$ cat src/rtl/rxd_pkg.sv
package rxd_pkg;
    typedef enum logic [2:0] {
        ST_OFF,
        ST_RD_STAT,
        ST_RD_BUF,
        ST_RD_NEXT,
        ST_RECV,
        ST_WR_DATA,
        ST_WR_STAT,
        ST_STALL
    } rxd_state_t;

    // interrupt-status bit positions decoded by the register file
    localparam int IRQ_RXINT  = 0;
    localparam int IRQ_LONG   = 3;
    localparam int IRQ_GOOD   = 4;
    localparam int IRQ_EARLY  = 9;
    localparam int IRQ_NODESC = 10;

    // written-back status word fields
    localparam int STW_GOOD = 20;
    localparam int STW_LONG = 19;
    localparam int STW_INT  = 16;

    localparam logic [1:0] OWN_ENGINE = 2'b10;
    localparam logic [1:0] OWN_CPU    = 2'b00;

    localparam int OFF_BUF  = 4;
    localparam int OFF_NEXT = 12;
    localparam int WORD_BYTES = 4;
endpackage

$ cat src/rtl/rxd_packer.sv
module rxd_packer #(
    parameter int LEN_W = 16
) (
    input  logic             clk,
    input  logic             rst_n,
    input  logic             take,
    input  logic [7:0]       din,
    input  logic             last,
    input  logic             clr_pend,
    input  logic             new_frame,
    output logic             pend,
    output logic             eof,
    output logic [31:0]      word,
    output logic [3:0]       be,
    output logic [LEN_W-1:0] flen
);
    localparam int LANES = 4;
    localparam logic [LEN_W-1:0] LEN_MAX = {LEN_W{1'b1}};

    logic [1:0] lane;

    for (genvar g = 0; g < LANES; g++) begin : g_lane
        always_ff @(posedge clk or negedge rst_n) begin
            if (!rst_n) begin
                word[8*g +: 8] <= '0;
                be[g]          <= 1'b0;
            end else if (clr_pend) begin
                be[g] <= 1'b0;
            end else if (take && lane == 2'(g)) begin
                word[8*g +: 8] <= din;
                be[g]          <= 1'b1;
            end
        end
    end

    always_ff @(posedge clk or negedge rst_n) begin
        if (!rst_n) begin
            lane <= '0;
            pend <= 1'b0;
            eof  <= 1'b0;
            flen <= '0;
        end else begin
            if (new_frame) begin
                lane <= '0;
                eof  <= 1'b0;
                flen <= '0;
            end
            if (clr_pend) begin
                pend <= 1'b0;
            end
            if (take) begin
                lane <= last ? 2'd0 : lane + 2'd1;
                if (flen != LEN_MAX) begin
                    flen <= flen + 1'b1;
                end
                if (lane == 2'd3 || last) begin
                    pend <= 1'b1;
                    eof  <= last;
                end
            end
        end
    end
endmodule

$ cat src/rtl/rxd_stat_word.sv
module rxd_stat_word #(
    parameter int LEN_W = 16
) (
    input  logic             good,
    input  logic             too_long,
    input  logic             intr,
    input  logic [LEN_W-1:0] len,
    output logic [31:0]      w
);
    import rxd_pkg::*;

    always_comb begin
        w           = '0;
        w[15:0]     = 16'(len);
        w[STW_GOOD] = good;
        w[STW_LONG] = too_long;
        w[STW_INT]  = intr;
        w[31:30]    = OWN_CPU;
    end
endmodule

$ cat src/rtl/rxdesc_dma.sv
module rxdesc_dma
    import rxd_pkg::*;
#(
    parameter int AW        = 32,
    parameter int LEN_W     = 16,
    parameter int MAX_FRAME = 1518,
    parameter int IRQ_W     = 16
) (
    input  logic             clk,
    input  logic             rst_n,
    input  logic             rx_on,
    input  logic             accept_unicast,
    input  logic             long_ok,
    input  logic             rx_irq_en,
    input  logic [AW-1:0]    list_base,
    input  logic             start_demand,
    input  logic [7:0]       s_data,
    input  logic             s_valid,
    input  logic             s_last,
    output logic             s_ready,
    output logic             mem_req,
    output logic             mem_we,
    output logic [AW-1:0]    mem_addr,
    output logic [3:0]       mem_be,
    output logic [31:0]      mem_wdata,
    input  logic             mem_ack,
    input  logic [31:0]      mem_rdata,
    output logic [IRQ_W-1:0] irq_set,
    output logic [AW-1:0]    cur_desc
);
    localparam logic [AW-1:0] STEP     = AW'(WORD_BYTES);
    localparam logic [AW-1:0] BUF_OFS  = AW'(OFF_BUF);
    localparam logic [AW-1:0] NEXT_OFS = AW'(OFF_NEXT);

    rxd_state_t state_q, state_d;

    logic [AW-1:0]    ptr_q, buf_q, nxt_q, wptr_q;
    logic             enabled, owned, too_long, drop_now;
    logic             take, clr_pend, new_frame;
    logic             pend, eof;
    logic [31:0]      word;
    logic [3:0]       be;
    logic [LEN_W-1:0] flen;
    logic [31:0]      stat_w;

    assign enabled  = rx_on && accept_unicast;
    assign owned    = (mem_rdata[31:30] == OWN_ENGINE);
    assign too_long = (32'(flen) > MAX_FRAME);
    assign drop_now = too_long && !long_ok;

    rxd_packer #(.LEN_W(LEN_W)) i_pack (
        .clk       (clk),
        .rst_n     (rst_n),
        .take      (take),
        .din       (s_data),
        .last      (s_last),
        .clr_pend  (clr_pend),
        .new_frame (new_frame),
        .pend      (pend),
        .eof       (eof),
        .word      (word),
        .be        (be),
        .flen      (flen)
    );

    rxd_stat_word #(.LEN_W(LEN_W)) i_stat (
        .good     (1'b1),
        .too_long (too_long),
        .intr     (rx_irq_en),
        .len      (flen),
        .w        (stat_w)
    );

    // state register
    always_ff @(posedge clk or negedge rst_n) begin
        if (!rst_n) begin
            state_q <= ST_OFF;
        end else begin
            state_q <= state_d;
        end
    end

    // next-state logic
    always_comb begin
        state_d = state_q;
        unique case (state_q)
            ST_OFF:     if (enabled) state_d = ST_RD_STAT;
            ST_RD_STAT: if (mem_ack) state_d = owned ? ST_RD_BUF : ST_STALL;
            ST_RD_BUF:  if (mem_ack) state_d = ST_RD_NEXT;
            ST_RD_NEXT: if (mem_ack) state_d = ST_RECV;
            ST_RECV: begin
                if (!enabled && !pend && flen == '0) begin
                    state_d = ST_OFF;
                end else if (pend && !drop_now) begin
                    state_d = ST_WR_DATA;
                end
            end
            ST_WR_DATA: if (mem_ack) state_d = eof ? ST_WR_STAT : ST_RECV;
            ST_WR_STAT: if (mem_ack) state_d = ST_RD_STAT;
            ST_STALL: begin
                if (!enabled) begin
                    state_d = ST_OFF;
                end else if (start_demand) begin
                    state_d = ST_RD_STAT;
                end
            end
        endcase
    end

    // outputs
    always_comb begin
        mem_req   = 1'b0;
        mem_we    = 1'b0;
        mem_addr  = ptr_q;
        mem_be    = 4'hF;
        mem_wdata = '0;
        s_ready   = 1'b0;
        irq_set   = '0;
        clr_pend  = 1'b0;
        new_frame = 1'b0;
        unique case (state_q)
            ST_OFF:   s_ready = 1'b1;
            ST_STALL: s_ready = 1'b1;
            ST_RD_STAT: begin
                mem_req = 1'b1;
                if (mem_ack && !owned) begin
                    irq_set[IRQ_NODESC] = 1'b1;
                    irq_set[IRQ_RXINT]  = 1'b1;
                end
            end
            ST_RD_BUF: begin
                mem_req  = 1'b1;
                mem_addr = ptr_q + BUF_OFS;
            end
            ST_RD_NEXT: begin
                mem_req   = 1'b1;
                mem_addr  = ptr_q + NEXT_OFS;
                new_frame = mem_ack;
            end
            ST_RECV: begin
                s_ready = !pend;
                if (pend && drop_now) begin
                    clr_pend = 1'b1;
                    if (eof) begin
                        new_frame          = 1'b1;
                        irq_set[IRQ_LONG]  = 1'b1;
                        irq_set[IRQ_RXINT] = 1'b1;
                    end
                end
            end
            ST_WR_DATA: begin
                mem_req   = 1'b1;
                mem_we    = 1'b1;
                mem_addr  = wptr_q;
                mem_be    = be;
                mem_wdata = word;
                clr_pend  = mem_ack;
            end
            ST_WR_STAT: begin
                mem_req   = 1'b1;
                mem_we    = 1'b1;
                mem_wdata = stat_w;
                new_frame = mem_ack;
                if (mem_ack) begin
                    irq_set[IRQ_GOOD]  = 1'b1;
                    irq_set[IRQ_EARLY] = 1'b1;
                    irq_set[IRQ_RXINT] = 1'b1;
                end
            end
        endcase
    end

    assign take = s_valid && s_ready && (state_q == ST_RECV);

    // descriptor and buffer pointers
    always_ff @(posedge clk or negedge rst_n) begin
        if (!rst_n) begin
            ptr_q  <= '0;
            buf_q  <= '0;
            nxt_q  <= '0;
            wptr_q <= '0;
        end else begin
            unique case (state_q)
                ST_OFF:    ptr_q <= list_base;
                ST_RD_BUF: if (mem_ack) buf_q <= mem_rdata[AW-1:0];
                ST_RD_NEXT: begin
                    if (mem_ack) begin
                        nxt_q  <= mem_rdata[AW-1:0];
                        wptr_q <= buf_q;
                    end
                end
                ST_RECV:    if (pend && drop_now && eof) wptr_q <= buf_q;
                ST_WR_DATA: if (mem_ack) wptr_q <= wptr_q + STEP;
                ST_WR_STAT: if (mem_ack) ptr_q <= nxt_q;
                default: ;
            endcase
        end
    end

    assign cur_desc = ptr_q;
endmodule

$ cat config.mk
export PLATFORM = sky130hd
export DESIGN_NAME = rxdesc_dma
export DESIGN_NICKNAME = d
export VERILOG_FILES = /design/src/rtl/rxd_pkg.sv /design/src/rtl/rxd_packer.sv /design/src/rtl/rxd_stat_word.sv /design/src/rtl/rxdesc_dma.sv
export SDC_FILE = /design/constraint.sdc
export NUM_CORES = 1
export LEC_CHECK = 0
export BUFFER_PORTS_ARGS = -buffer_cell sky130_fd_sc_hd__buf_2
export CAP_MARGIN = 20
export CORE_ASPECT_RATIO = 1.1
export CORE_MARGIN = 10
export CORE_UTILIZATION = 55
export DETAILED_ROUTE_END_ITERATION = 7
export HOLD_SLACK_MARGIN = 0.05
export PLACE_DENSITY = 0.76
export SLEW_MARGIN = 10
export SYNTH_ARGS = -nofsm -noshare
export SYNTH_HDL_FRONTEND = slang
export SYNTH_HIERARCHICAL = 1
export SYNTH_SLANG_ARGS = --single-unit
$ cat constraint.sdc
create_clock -name clk -period 6 [get_ports clk]
set_clock_uncertainty 0.05 [all_clocks]
set_input_delay 1.2 -clock clk [delete_from_list [all_inputs] [get_ports clk]]
set_output_delay 1.2 -clock clk [all_outputs]
set_load 0.05 [all_outputs]
==> results of run 1 <==
==> critical path, stage by stage, from the launching register on <==
cell      delay (ns)
dfrtp_1         0.52
nor2b_1         0.19
buf_4           0.21
and2_1          0.20
ha_1            0.29
a21oi_1         0.13
nor4_2          0.35
clkbuf_4        0.30
nand2_1         0.18
nor3_1          0.24
mux2i_1         0.25
buf_2           0.29
==> state kept, by name, indices dropped and copies added (netlist names) <==
signal,cells
i_pack/flen,16
nxt_q,32
wptr_q,32
buf_q,32
i_pack/eof,1
cur_desc,32
i_pack/pend,1
i_pack/word,32
i_pack/be,4
state_q,3
i_pack/lane,2
==> kinds of logic (layout without fill, tap and decap cells) <==
kind of cell,after synthesis,in the layout,synth area share
simple gates,310,310,0.147
compound gates,279,279,0.192
flops,187,187,0.439
buf+inv,138,263,0.0703
mux,133,133,0.136
fa+ha+maj,8,8,0.0101
xor+xnor,7,7,0.00575
other cells,3,31,0.00106
==> final timing paths <==
| path | startpoint | end | slack, ns |
|---|---|---|---|
| max | state_q[1] | mem_addr[17] | 1.19 |
| min | i_pack/word[12] | i_pack/word[12] | 0.46 |
| max reg2reg | state_q[0] | i_pack/word[20] | 2.77 |
| min reg2reg | i_pack/word[12] | i_pack/word[12] | 0.46 |
| max in group asynchronous | rst_n | i_pack/flen[9] | 4.12 |
| min in group asynchronous | rst_n | cur_desc[28] | 0.69 |
==> through the flow <==
| stage | total power, W | utilization | std cells | hold WS, ns |
|---|---|---|---|---|
| after detailed placement | 0.00616 | 0.603 | 1428 | 0.441 |
| after global placement | 0.00606 | 0.603 | 1428 | 0.410 |
| after floorplan | 0.00517 | - | 1087 | 0.400 |
| after CTS | 0.00734 | 0.635 | 1458 | 0.457 |
| final | 0.00735 | 0.636 | 1465 | 0.456 |
| after global routing | 0.00776 | 0.635 | 1460 | 0.464 |
==> layer usage <==
metal	GRT usage	share of wire	vias to the layer above
li1	-	-	4179
met1	0.290	0.40	4495
met3	0.0699	0.090	53
met2	0.384	0.48	435
met4	0.0863	0.026	4
met5	0	0.0010	-
==> layout by cell type, fill, tap and decap left out, types with 17 or more instances in the layout <==
cell / n
and3_1: 19
nand2_1: 75
nor2_1: 74
a22o_1: 42
a31oi_1: 20
nor3_1: 20
a21oi_1: 72
mux2_2: 96
clkbuf_16: 17
dfrtp_1: 187
buf_2: 188
inv_1: 28
o21ai_0: 44
nand3_1: 45
mux2i_1: 37
conb_1: 25
nand4_1: 22
==> report_power, final <==
group / switching [W] / internal (W) / total, W
Combinational: 0.00261 / 0.00117 / 0.00378
Clock: 0.000486 / 0.000688 / 0.00117
Sequential: 0.000598 / 0.00180 / 0.00240
==> cell type report <==
class	instances	share of cell area
repair buffers	204	0.0889
multi-input cells	762	0.440
clock inverters	9	0.0112
diodes	6	0.00124
inverters	29	0.00896
well taps	247	0.0254
clock buffers	21	0.0387
flip-flops and latches	187	0.385
==> flow_metrics.tcl, run 1 <==
set metrics [dict create \
    cp-end-kind "output port" \
    synthTopCellsByArea "dfrtp_1 (44%), mux2_2 (10%), mux2i_1 (3.5%), a22o_1 (3.4%), a21oi_1 (3.4%)" \
    routed_wl_mm 31.0 \
    syn_area_per_cell_um2 10.0 \
    synth_most_common_cell "dfrtp_1" \
    clk_path_buf_depth 2 \
    drive_above_1_share 0.298 \
    route.detailed.drc 0 \
    synth.distinct_cells 75 \
    setup_viol 0 \
    peakVddDrop_mv 0.545 \
    postSynthCellCount 1065 \
    grt.total_usage 0.236 \
    finalHoldViolations 0 \
    die_height_um 166 \
    wl_per_cell_um 21.1 \
    synth-async-reset-ratio 1.00 \
    dp_slack_ns 1.21 \
    path_class "reg2out" \
    slew_viol_final 0 \
    hp-class "reg2reg" \
    die_area_um2 25400 \
    fin_ws_ns 1.19 \
    fin_tns_setup_ns 0 \
    ys_seq_elements 187 \
    grt_pass1_wl_mm 49.5 \
    h-tree-depth 4 \
    clk_pin_slew_worst_paths_ns 0.06 \
    post-route-period-util 0.802 \
    status "completed" \
    die_w_um 153 \
    worstSetupStartpointType "flip-flop" \
    place.gp.congestion 0.914 \
    register_area_um2 4680 \
    fillers 1604 \
    numCtsBuffers 17 \
    drt_pass1_iterations 5 \
    crit_required_ns 4.75 \
    ys_top_cells_by_count "dfrtp_1 (187), mux2_2 (96), nand2_1 (75), nor2_1 (75), a21oi_1 (72)" \
    period_minus_slack_ns 4.81 \
    fp.coreArea_um2 19100 \
    grt-ovfl-total 0 \
    rsz0062_at_grt "no" \
    r2r_cells 5 \
    power_density_nw_per_um2 605 \
    dp_hpwl_mm 21.9 \
    first_iter_violations 847 \
    holdPathStages 1 \
    multi_input_area_um2 5350 \
    antenna_left 0 \
    io_pins 201 \
    start_util 0.559 \
    grt_pass1_vias 9109 \
    crit_arrival_ns 3.56 \
    clk_latency_ns 0.43 \
    synthFlopType "dfrtp_1" \
    place_area_um2 11500 \
    design_area_um2 12100 \
    cts_resized 0 \
    rows 53 \
    vias 9166 \
    cts_tree "yes" \
    area_growth_pct 13.9 \
    cts-root-buf "clkbuf_16" \
    worst_pin_slew_ns 0.926 \
    grt_start_max_net_pins 128 \
    syn_area_um2 10700 \
    netlist.area_leader.share 0.439 \
    max_freq_mhz 208 \
    yosysTopAreaCell "dfrtp_1" \
    fin_nets 1291 \
    max_cap_violations 0 \
    relSlewSlack 0.383 \
    worstPathMaxFanout 14 \
    cts_setup_buffers 0 \
    synth-edff-count 0 \
    cts_sinks 187 \
    antenna_found_initial 8 \
    power_leakage_nw 5.63 \
    yosysWarnings 6 \
    via_per_inst 6.26 \
    synth_seq_area_share 0.439 \
    port_buffers 189 \
    hold_buffers 0 \
]
Note: power is estimated with default switching activity, not from simulation.
==> run 2: changes to the inputs <==
--- a/config.mk
+++ b/config.mk
@@ -9,10 +9,10 @@
 export CAP_MARGIN = 20
 export CORE_ASPECT_RATIO = 1.1
 export CORE_MARGIN = 10
-export CORE_UTILIZATION = 55
+export CORE_UTILIZATION = 51
 export DETAILED_ROUTE_END_ITERATION = 7
 export HOLD_SLACK_MARGIN = 0.05
-export PLACE_DENSITY = 0.76
+export PLACE_DENSITY = 0.74
 export SLEW_MARGIN = 10
 export SYNTH_ARGS = -nofsm -noshare
 export SYNTH_HDL_FRONTEND = slang
==> constraint.sdc (replaced) <==
create_clock -name clk -period 4 [get_ports clk]
set_clock_uncertainty 0.05 [all_clocks]
set_input_delay 0.8 -clock clk [delete_from_list [all_inputs] [get_ports clk]]
set_output_delay 0.8 -clock clk [all_outputs]
set_load 0.05 [all_outputs]
==> flow_metrics.tcl, run 2 (same netlist as run 1, synthesis figures left out) <==
set metrics [dict create \
    multi_input_area_um2 5350 \
    period_minus_slack_ns 3.81 \
    cts-root-buf "clkbuf_16" \
    routed_wl_mm 31.4 \
    port_buffers 189 \
    grt_start_max_net_pins 105 \
    clk_latency_ns 0.43 \
    path_class "reg2out" \
    wl_met1_mm 12.6 \
    slew_viol_final 0 \
    via_per_inst 6.11 \
    design_area_um2 12200 \
    area_growth_pct 14.7 \
    clk_pin_slew_worst_paths_ns 0.07 \
    grt_pass1_vias 8853 \
    vias 9083 \
    rows 55 \
    grt-ovfl-total 0 \
    cp-end-kind "output port" \
    crit_arrival_ns 2.96 \
    clk_path_buf_depth 2 \
    antenna_left 0 \
    wl_per_cell_um 21.1 \
    die_w_um 158 \
    worstPathMaxFanout 5 \
    status "completed" \
    drt_pass1_iterations 5 \
    die_area_um2 27100 \
    dp_hpwl_mm 22.4 \
    h-tree-depth 4 \
    register_area_um2 4680 \
    fin_cells 1486 \
    critical_path.startpoint "state_q[2]" \
    fin_ws_ns 0.186 \
    numCtsBuffers 17 \
    max_freq_mhz 262 \
    fin_nets 1305 \
    cts_tree "yes" \
    hold_slack_ns 0.385 \
    max_cap_violations 0 \
    met2WireLength_mm 15.3 \
    io_pins 201 \
    dpl.cell_count 1449 \
    die_height_um 172 \
    highest_layer "met5" \
    mostFrequentLayoutCells "dfrtp_1 (187), buf_2 (187), mux2_2 (96)" \
    power_leakage_nw 5.69 \
    drive_above_1_share 0.307 \
    crit_required_ns 3.15 \
    peakVddDrop_mv 0.387 \
    finalHoldViolations 0 \
    worstSetupStartpointType "flip-flop" \
    hp-class "in2async" \
    start_util 0.518 \
    route.detailed.drc 0 \
    rsz0062_at_grt "no" \
    relSlewSlack 0.220 \
    fp.coreArea_um2 20600 \
    fillers 1788 \
    first_iter_violations 873 \
    setup_viol 0 \
    place.gp.congestion 0.929 \
    worst_pin_slew_ns 1.17 \
    grt_pass1_wl_mm 48.7 \
    place_area_um2 11600 \
    post-route-period-util 0.953 \
    grt.total_usage 0.227 \
    dp_slack_ns 0.644 \
    power_density_nw_per_um2 895 \
    regToRegStartpoint "state_q[0]" \
    antenna_found_initial 4 \
    cts_sinks 187 \
    wl_met3_mm 2.64 \
]
## run 2: changes by cell type in the layout (fill, tap and decap cells not counted), moves of 2 or more
cell / change
o311ai_0: -2
o311ai_1: +2
buf_4: +14
inv_8: +3
diode_2: -4
clkbuf_8: -2
bufinv_16: -2
## run 2: final cells by class
type | instances | area share
Multi-Input combinational cell | 762 | 0.437
Sequential cell | 187 | 0.382
Tap cell | 256 | 0.0262
Antenna cell | 2 | 0.000409
Inverter | 29 | 0.00889
Clock inverter | 13 | 0.0110
Clock buffer | 19 | 0.0362
Timing Repair Buffer | 218 | 0.0980
## run 2: worst max-delay path: stages, from the launching register on
cell     delay [ns]
dfrtp_1        0.38
nor2b_1        0.16
and2_1         0.21
fa_1           0.25
nand4_1        0.14
nor3_1         0.42
buf_4          0.25
nand4_1        0.11
mux2_2         0.29
nand2_1        0.07
buf_2          0.26
## run 2: worst paths after layout
path,to,cells after the start,slack (ns)
hold / removal,nxt_q[27],1,0.39
hold reg to reg,nxt_q[31],2,0.45
setup / recovery,mem_addr[22],10,0.19
min in group clk,nxt_q[31],2,0.45
setup reg to reg,i_pack/word[24],7,1.08
max in group asynchronous,nxt_q[15],2,2.59
## run 2: what timing repair did
item,CTS,global route
hold buffers,0,0
endpoints found under the setup margin,0,1
gates resized for setup,0,1
setup buffers,0,3
## run 2: stage by stage
| step | total power (W) | utilization | TNS [ns] |
|---|---|---|---|
| after global placement | 0.00915 | 0.564 | 0 |
| after CTS | 0.0110 | 0.593 | 0 |
| final | 0.0110 | 0.595 | 0 |
| after global routing | 0.0116 | 0.595 | 0 |
| after floorplan | 0.00777 | - | -0.0387 |
| after detailed placement | 0.00927 | 0.565 | 0 |
## run 2: where the power goes
part	switching [W]	internal, W	total [W]
logic	0.00399	0.00180	0.00579
clock network	0.000789	0.000895	0.00168
registers	0.000783	0.00270	0.00348
total	0.00556	0.00539	0.0110
## run 2: layer usage
metal	global-route usage	vias to the layer above
li1	-	4201
met1	0.281	4435
met2	0.371	386
met3	0.0612	55
met4	0.0842	6
met5	0	-
==> run 3: changes to the inputs <==
==> constraint.sdc (replaced) <==
create_clock -name clk -period 4 [get_ports clk]
set_clock_uncertainty 0.05 [all_clocks]
set_input_delay 0.4 -clock clk [delete_from_list [all_inputs] [get_ports clk]]
set_output_delay 0.4 -clock clk [all_outputs]
set_load 0.05 [all_outputs]
==> flow_metrics.tcl, run 3 (same netlist as run 1, synthesis figures left out) <==
set metrics [dict create \
    status "completed" \
    rows 55 \
    hp-class "in2async" \
    place.gp.congestion 0.953 \
    place_area_um2 11600 \
    via_per_inst 6.15 \
    max_freq_mhz 269 \
    max_cap_violations 0 \
    seqPwrFrac 0.327 \
    worst_pin_slew_ns 1.02 \
    cts-root-buf "clkbuf_16" \
    slew_viol_final 0 \
    grt_start_max_net_pins 112 \
    cp-end-kind "output port" \
    fillers 1790 \
    dp_slack_ns 0.818 \
    critical_path.startpoint "state_q[1]" \
    fp.coreArea_um2 20600 \
    r2r_cells 6 \
    die_w_um 158 \
    cts_tree "yes" \
    routed_wl_mm 31.2 \
    finalHoldViolations 0 \
    die_height_um 172 \
    h-tree-depth 4 \
    wl_per_cell_um 21.1 \
    final_common_cell "buf_2" \
    path_class "reg2out" \
    combinationalPowerShare 0.520 \
    fin_tns_setup_ns 0 \
    period_minus_slack_ns 3.71 \
    regToRegStartpoint "i_pack/flen[13]" \
    area_growth_pct 14.1 \
    sw_frac_of_total 0.515 \
    route.detailed.drc 0 \
    antenna_left 0 \
    vias 9096 \
    worstSetupStartpointType "flip-flop" \
    cts_resized 0 \
    grt_pass1_wl_mm 48.7 \
    fin_ws_ns 0.287 \
    rsz0062_at_grt "no" \
    antenna_found_initial 6 \
    cts_setup_buffers 0 \
    design_area_um2 12200 \
    drive_above_1_share 0.304 \
    grt-ovfl-total 0 \
    grt_pass1_vias 8932 \
    clk_latency_ns 0.44 \
    power_density_nw_per_um2 897 \
    dp_hpwl_mm 22.2 \
    worstPathMaxFanout 13 \
    io_pins 201 \
    post-route-period-util 0.928 \
    mostFrequentLayoutCells "buf_2 (188), dfrtp_1 (187), mux2_2 (96)" \
    first_iter_violations 723 \
    clk_pin_slew_worst_paths_ns 0.08 \
    crit_arrival_ns 3.26 \
    timing.rr.end "wptr_q[28]" \
    crit_required_ns 3.55 \
    peakVddDrop_mv 0.478 \
    setup_viol 0 \
    hold_buffers 0 \
    relSlewSlack 0.316 \
    fin_nets 1299 \
    power_leakage_nw 5.65 \
    power.switching_w 0.00563 \
    intPower_w 0.00530 \
    p_clk_frac 0.153 \
    port_buffers 189 \
    regToRegSetupSlack_ns 0.92 \
    drt_pass1_iterations 7 \
    cts_sinks 187 \
    numCtsBuffers 17 \
    start_util 0.518 \
    critical_path.endpoint "mem_addr[29]" \
    die_area_um2 27100 \
    grt.total_usage 0.225 \
    clk_path_buf_depth 2 \
]
[run 3: changes by cell type in the layout (fill, tap and decap cells not counted), sizes merged]
cell / change
buf: -5
clkbuf: -3
clkinv: +2
bufinv: -1
inv: +1
[run 3: worst min path at each step]
stage / from / slack [ns] / endpoint
2_1_floorplan: rst_n / 0.05 / buf_q[0]
3_3_place_gp: nxt_q[31] / 0.41 / nxt_q[31]
3_5_place_dp: buf_q[11] / 0.44 / buf_q[11]
4_1_cts: rst_n / 0.07 / nxt_q[27]
5_1_grt: rst_n / 0.09 / nxt_q[27]
6_report: rst_n / 0.02 / cur_desc[0]
[run 3: layout make-up]
type                            count  area [um^2]  area share
Clock buffer                       17          425      0.0350
Multi-Input combinational cell    762         5350       0.439
Antenna cell                        2         5.00    0.000411
Timing Repair Buffer              212         1130      0.0926
Inverter                           29          109     0.00894
Sequential cell                   187         4680       0.384
Clock inverter                     15          158      0.0130
Tap cell                          256          320      0.0263
[run 3: power by group through the flow]
stage	clock network (W)	logic, W	registers [W]
floorplan	0	0.00397	0.00380
global placement	0	0.00557	0.00354
detailed placement	0	0.00566	0.00358
CTS	0.00169	0.00569	0.00354
global route	0.00178	0.00607	0.00368
finish	0.00167	0.00568	0.00357
[run 3: worst max-delay path: stages (launching register included)]
cell,delay [ns]
dfrtp_1,0.52
nor2b_1,0.20
and2_1,0.21
ha_1,0.28
a21oi_1,0.12
nor4_1,0.73
nand4_1,0.21
o211ai_1,0.25
buf_2,0.30
[run 3: layer usage]
| metal | global-route usage | part of all wire | up-vias | wire [um] |
|---|---|---|---|---|
| li1 | - | - | 4199 | - |
| met1 | 0.269 | 0.39 | 4468 | 12300 |
| met2 | 0.381 | 0.50 | 362 | 15600 |
| met3 | 0.0692 | 0.084 | 59 | 2620 |
| met4 | 0.0683 | 0.019 | 8 | 606 |
| met5 | 0 | 0.0020 | - | 61 |
[run 3: per-stage QoR]
step	util	instances	hold slack, ns	power (W)
floorplan	-	1087	0.0544	0.00777
global placement	0.563	1446	0.412	0.00911
detailed placement	0.563	1446	0.441	0.00924
CTS	0.591	1478	0.0696	0.0109
global route	0.591	1478	0.0893	0.0115
finish	0.592	1480	0.0247	0.0109
